### src/rtl/kbc_trap_pkg.sv
package kbc_trap_pkg;
  localparam int NUM_TRAP = 4;
  localparam int NUM_SRC  = NUM_TRAP + 1;
  localparam int CTRL_W   = NUM_SRC + 1;
  localparam int SRC_USB  = NUM_TRAP;
  localparam int EN_PASS  = NUM_SRC;

  typedef enum logic [1:0] {
    SEQ_IDLE = 2'd0,
    SEQ_CMD  = 2'd1,
    SEQ_DATA = 2'd2
  } seq_st_e;
endpackage

### src/rtl/kbc_seq_fsm.sv
module kbc_seq_fsm
  import kbc_trap_pkg::*;
#(
  parameter int          DW       = 8,
  parameter logic [DW-1:0] CMD_GATE = 8'hD1,
  parameter logic [DW-1:0] CMD_END  = 8'hFF
) (
  input  logic          clk_i,
  input  logic          rst_ni,
  input  logic          en_i,
  input  logic          vld_i,
  input  logic          port_i,
  input  logic          wr_i,
  input  logic [DW-1:0] data_i,
  output logic          in_seq_o,
  output seq_st_e       st_o
);
  seq_st_e st_q, st_d;
  logic wr64, rd64, wr60;

  assign wr64 = port_i & wr_i;
  assign rd64 = port_i & ~wr_i;
  assign wr60 = ~port_i & wr_i;

  always_comb begin
    st_d     = st_q;
    in_seq_o = 1'b0;
    if (!en_i) begin
      st_d = SEQ_IDLE;
    end else if (vld_i) begin
      unique case (st_q)
        SEQ_IDLE: begin
          if (wr64 && data_i == CMD_GATE) begin
            in_seq_o = 1'b1;
            st_d     = SEQ_CMD;
          end
        end
        SEQ_CMD: begin
          if (wr64 && data_i == CMD_GATE) begin
            in_seq_o = 1'b1;
          end else if (wr60) begin
            in_seq_o = 1'b1;
            st_d     = SEQ_DATA;
          end else begin
            st_d = SEQ_IDLE;
          end
        end
        SEQ_DATA: begin
          if (rd64) begin
            in_seq_o = 1'b1;
          end else if (wr64 && data_i == CMD_END) begin
            in_seq_o = 1'b1;
            st_d     = SEQ_IDLE;
          end else begin
            st_d = SEQ_IDLE;
          end
        end
        default: st_d = SEQ_IDLE;
      endcase
    end
  end

  always_ff @(posedge clk_i or negedge rst_ni) begin
    if (!rst_ni) st_q <= SEQ_IDLE;
    else         st_q <= st_d;
  end

  assign st_o = st_q;
endmodule

### src/rtl/kbc_trap_status.sv
module kbc_trap_status #(
  parameter int NUM_SRC = 5
) (
  input  logic               clk_i,
  input  logic               rst_ni,
  input  logic [NUM_SRC-1:0] set_i,
  input  logic [NUM_SRC-1:0] clr_i,
  input  logic [NUM_SRC-1:0] en_i,
  output logic [NUM_SRC-1:0] sts_o,
  output logic               smi_o
);
  logic [NUM_SRC-1:0] sts_q;

  // set has priority over clear
  always_ff @(posedge clk_i or negedge rst_ni) begin
    if (!rst_ni) sts_q <= '0;
    else         sts_q <= (sts_q & ~clr_i) | set_i;
  end

  assign sts_o = sts_q;
  assign smi_o = |(sts_q & en_i);
endmodule

### src/rtl/kbc_trap_ctrl.sv
module kbc_trap_ctrl
  import kbc_trap_pkg::*;
#(
  parameter int            DW       = 8,
  parameter logic [DW-1:0] CMD_GATE = 8'hD1,
  parameter logic [DW-1:0] CMD_END  = 8'hFF
) (
  input  logic               clk_i,
  input  logic               rst_ni,
  input  logic               io_vld_i,
  input  logic               io_port_i,
  input  logic               io_wr_i,
  input  logic [DW-1:0]      io_data_i,
  input  logic               usb_irq_i,
  input  logic               cfg_we_i,
  input  logic [CTRL_W-1:0]  cfg_wdata_i,
  input  logic [NUM_SRC-1:0] sts_clr_i,
  output logic [CTRL_W-1:0]  ctrl_o,
  output logic [NUM_SRC-1:0] sts_o,
  output logic               trap_o,
  output logic               smi_o
);
  logic [CTRL_W-1:0]   ctrl_q;
  logic [NUM_SRC-1:0]  set_vec;
  logic [NUM_TRAP-1:0] acc_hit;
  logic [1:0]          acc_idx;
  logic                in_seq;
  logic                trap_q;
  seq_st_e             seq_st;

  always_ff @(posedge clk_i or negedge rst_ni) begin
    if (!rst_ni)       ctrl_q <= '0;
    else if (cfg_we_i) ctrl_q <= cfg_wdata_i;
  end

  assign acc_idx = {io_port_i, io_wr_i};

  for (genvar k = 0; k < NUM_TRAP; k++) begin : g_trap
    assign acc_hit[k] = io_vld_i && (acc_idx == 2'(k));
    assign set_vec[k] = acc_hit[k] && ctrl_q[k] && !in_seq;
  end
  assign set_vec[SRC_USB] = usb_irq_i && ctrl_q[SRC_USB];

  kbc_seq_fsm #(
    .DW(DW), .CMD_GATE(CMD_GATE), .CMD_END(CMD_END)
  ) u_seq (
    .clk_i    (clk_i),
    .rst_ni   (rst_ni),
    .en_i     (ctrl_q[EN_PASS]),
    .vld_i    (io_vld_i),
    .port_i   (io_port_i),
    .wr_i     (io_wr_i),
    .data_i   (io_data_i),
    .in_seq_o (in_seq),
    .st_o     (seq_st)
  );

  kbc_trap_status #(.NUM_SRC(NUM_SRC)) u_sts (
    .clk_i  (clk_i),
    .rst_ni (rst_ni),
    .set_i  (set_vec),
    .clr_i  (sts_clr_i),
    .en_i   (ctrl_q[NUM_SRC-1:0]),
    .sts_o  (sts_o),
    .smi_o  (smi_o)
  );

  always_ff @(posedge clk_i or negedge rst_ni) begin
    if (!rst_ni) trap_q <= 1'b0;
    else         trap_q <= |set_vec[NUM_TRAP-1:0];
  end

  assign trap_o = trap_q;
  assign ctrl_o = ctrl_q;
endmodule

### config.mk
export PLATFORM = sky130hd
export DESIGN_NAME = kbc_trap_ctrl
export DESIGN_NICKNAME = d
export VERILOG_FILES = /design/src/rtl/kbc_trap_pkg.sv /design/src/rtl/kbc_seq_fsm.sv /design/src/rtl/kbc_trap_status.sv /design/src/rtl/kbc_trap_ctrl.sv
export SDC_FILE = /design/constraint.sdc
export NUM_CORES = 1
export LEC_CHECK = 0
export BUFFER_PORTS_ARGS = -buffer_cell sky130_fd_sc_hd__buf_2
export CAP_MARGIN = 10
export CELL_PAD_IN_SITES_DETAIL_PLACEMENT = 1
export CELL_PAD_IN_SITES_GLOBAL_PLACEMENT = 2
export CORE_MARGIN = 3
export CORE_UTILIZATION = 22
export CTS_CLUSTER_DIAMETER = 200
export DETAILED_ROUTE_END_ITERATION = 6
export PLACE_DENSITY = 0.84
export SLEW_MARGIN = 10
export SYNTH_ARGS = -nofsm -noshare
export SYNTH_HDL_FRONTEND = slang
export SYNTH_SLANG_ARGS = --single-unit
### constraint.sdc
create_clock -name clk_i -period 1.5 [get_ports clk_i]
set_clock_uncertainty 0.15 [all_clocks]
set_input_delay 0.3 -clock clk_i [delete_from_list [all_inputs] [get_ports clk_i]]
set_output_delay 0.3 -clock clk_i [all_outputs]
set_load 0.01 [all_outputs]
==> impl_metrics.yaml <==
timing:
  rsz0062_at_grt: "yes"
  setup_slack_ns: -0.176
  maxSlewViolCount: 0
  fmax_mhz: 597
  fin_crit_ns: 1.68
  max_slew_margin: 0.784
  finalSetupTns_ns: -0.452
  fin_crit_sh: 1.12
  finalHoldViolCount: 0
  setup_violations: 4
  worst_slew_pin_slew_ns: 0.324
pwr:
  power.clock.fraction: 0.297
  peakVddDrop_uv: 285
  comb_power_share: 0.231
  p_int_w: 0.000673
  p_per_area_nw_per_um2: 840
  power.switching_w: 0.000247
  swShare: 0.268
  seq_power_share: 0.472
  leakage_nw: 0.515
clock_tree:
  clkSinkCount: 14
  tritoncts: "yes"
  worst_skew_pair.late_latency_ns: 0.27
  htree_levels: 1
  clock_tree.root_cell: "clkbuf_4"
  path_clk_slew_ns: 0.09
  cts_buffers: 3
  clockBufferDepth: 2
floorplanning:
  core_area_sq_um: 2900
  pin_count: 39
  rows: 19
  die_h_um: 62.6
  initial_utilization: 0.243
  die_w_um: 62.6
  die-area_sq_um: 3920
route:
  routed.top_layer: "met4"
  ant_nets: 0
  finalWirelength_um: 2240
  num_vias: 695
  wl_met3_um: 145
  via_per_inst: 4.54
  drt_iter0_markers: 26
  drt_pass1_iterations: 4
  drc: 0
  avgRoutedWirePerCell_um: 14.6
  wl_met1_um: 966
  met2WireLength_um: 1120
status:
  status: "complete, but fails checks"
  violations: "negative setup slack"
placement:
  hpwlAfterDp_um: 1700
  port_buffers: 38
  pre_cts_ws_ns: -0.154
  gp_congestion: 0.778
global_route:
  grt_pass1_vias: 749
  grt_max_degree: 15
  grt_usage: 0.113
  antenna_found_initial: 0
  grt_pass1_wl_um: 3530
  overflow: 0
critical_path:
  cpPeakStageDelay_ns: 0.39
  worstSetupEndpointType: "output pin"
  worstSetupPathType: "flip-flop to output pin"
  critPathArrivalTime_ns: 1.23
  worstPathRequired_ns: 1.05
  crit_path_max_fanout: 2
  crit_path_start_kind: "flip-flop"
  crit_chain: "a222oi_1 -> nand2_1 -> buf_2"
  crit_slowest_cell: "dfrtp_1"
yosys:
  synth_cells: 64
  synth_edf_count: 0
  synthArstFlopShare: 1.00
  synth_cell_types: 26
  synth_ff_type: "dfrtp_1"
  synth-seq-area-share: 0.496
  yosysWarnings: 0
  syn-cell-area_sq_um: 706
  avgSynthCellArea_sq_um: 11.0
  ys_ff_latch: 14
  syn_nets: 90
final_layout:
  layout-drive-gt1-share: 0.586
  layout_commonest_cell: "buf_2"
  fin_nets: 138
  final_cell_mix: "37 x buf_2, 14 x dfrtp_1, 7 x buf_4"
  area_delta_synth_final_pct: 55.1
  antennaDiodeCount: 0
job:
  cap_violations: 0
hold_path:
  hold_class: "primary input to flip-flop"
per-layer routing:
layer	up-vias	GRT usage
li1	331	-
met1	335	0.138
met2	27	0.194
met3	2	0.0360
met4	0	0.0248
met5	-	0
layout make-up:
class	instances	area, sq um
clock buffer	4	36.3
fill	358	1810
inverter	5	18.8
multi-input combinational	41	367
sequential	14	350
tap	42	52.6
timing repair buffer	47	270
flip-flops by register name, summed over array words and instances (netlist names):
| signal | count |
|---|---|
| ctrl_o | 6 |
| u_seq.st_o | 2 |
| u_sts.sts_o | 5 |
| trap_o | 1 |
critical path: cells and delay by family, from the launching register on:
family | cells | cell delay [ns]
AOI/OAI and AO/OA | 1 | 0.34
buffers and inverters | 1 | 0.15
DFF | 1 | 0.39
and+or+nand+nor | 1 | 0.07
kinds of logic after synthesis:
kind of cell           share of synthesized area
AND/OR/NAND/NOR                            0.191
buffers and inverters                     0.0567
flip-flops                                 0.496
multiplexers                               0.128
AO/OA/AOI/OAI                              0.128
what timing repair did:
action,CTS,global route
hold buffers,1,0
pin swaps,4,3
gates resized for setup,9,3
setup endpoints to repair,3,7
setup buffers,4,1
endpoints found under the hold margin,14,0
gates cloned,0,0
through the flow:
step | hold WS, ns | total power, W | area, sq um | std cells | utilization
floorplan | -0.146 | 0.000520 | 706 | 64 | -
global placement | 0.0596 | 0.000608 | 950 | 143 | 0.327
detailed placement | 0.0660 | 0.000614 | 950 | 143 | 0.327
CTS | 0.0558 | 0.000919 | 1070 | 152 | 0.368
global route | 0.0569 | 0.000966 | 1090 | 153 | 0.377
finish | 0.0571 | 0.000920 | 1090 | 153 | 0.377
synthesized netlist by cell type (2+ instances only):
| cell | instances | area [sq um] |
|---|---|---|
| mux2_2 | 6 | 67.6 |
| o21ai_0 | 2 | 10.0 |
| nand2b_1 | 2 | 12.5 |
| nor2_1 | 3 | 11.3 |
| a22oi_1 | 2 | 15.0 |
| nand2_1 | 4 | 15.0 |
| o22ai_1 | 3 | 18.8 |
| nor3b_1 | 2 | 15.0 |
| nand4_1 | 3 | 18.8 |
| nor4bb_1 | 2 | 20.0 |
| clkbuf_2 | 2 | 10.0 |
| nand4b_1 | 2 | 17.5 |
| inv_1 | 5 | 18.8 |
| dfrtp_1 | 14 | 350 |
power groups by stage:
stage / Sequential, W / Combinational [W] / Clock (W)
after global routing: 0.000439 / 0.000232 / 0.000295
final: 0.000434 / 0.000212 / 0.000273
after floorplan: 0.000450 / 0.0000702 / 0
after detailed placement: 0.000445 / 0.000169 / 0
after global placement: 0.000443 / 0.000165 / 0
after CTS: 0.000435 / 0.000205 / 0.000279
worst paths after layout:
| kind | to | slack, ns | from | depth (start not counted) |
|---|---|---|---|---|
| min in group asynchronous | u_sts.sts_o[3] | 0.30 | rst_ni | 2 |
| worst min-delay path | u_sts.sts_o[4] | 0.06 | sts_clr_i[4] | 2 |
| worst min register to register | u_sts.sts_o[2] | 0.42 | u_sts.sts_o[2] | 2 |
| worst max-delay path | smi_o | -0.18 | ctrl_o[0] | 3 |
| max in group asynchronous | ctrl_o[1] | 0.66 | rst_ni | 2 |
| worst max register to register | trap_o | -0.15 | ctrl_o[0] | 5 |
No activity file was read; power rests on OpenSTA's default activity.
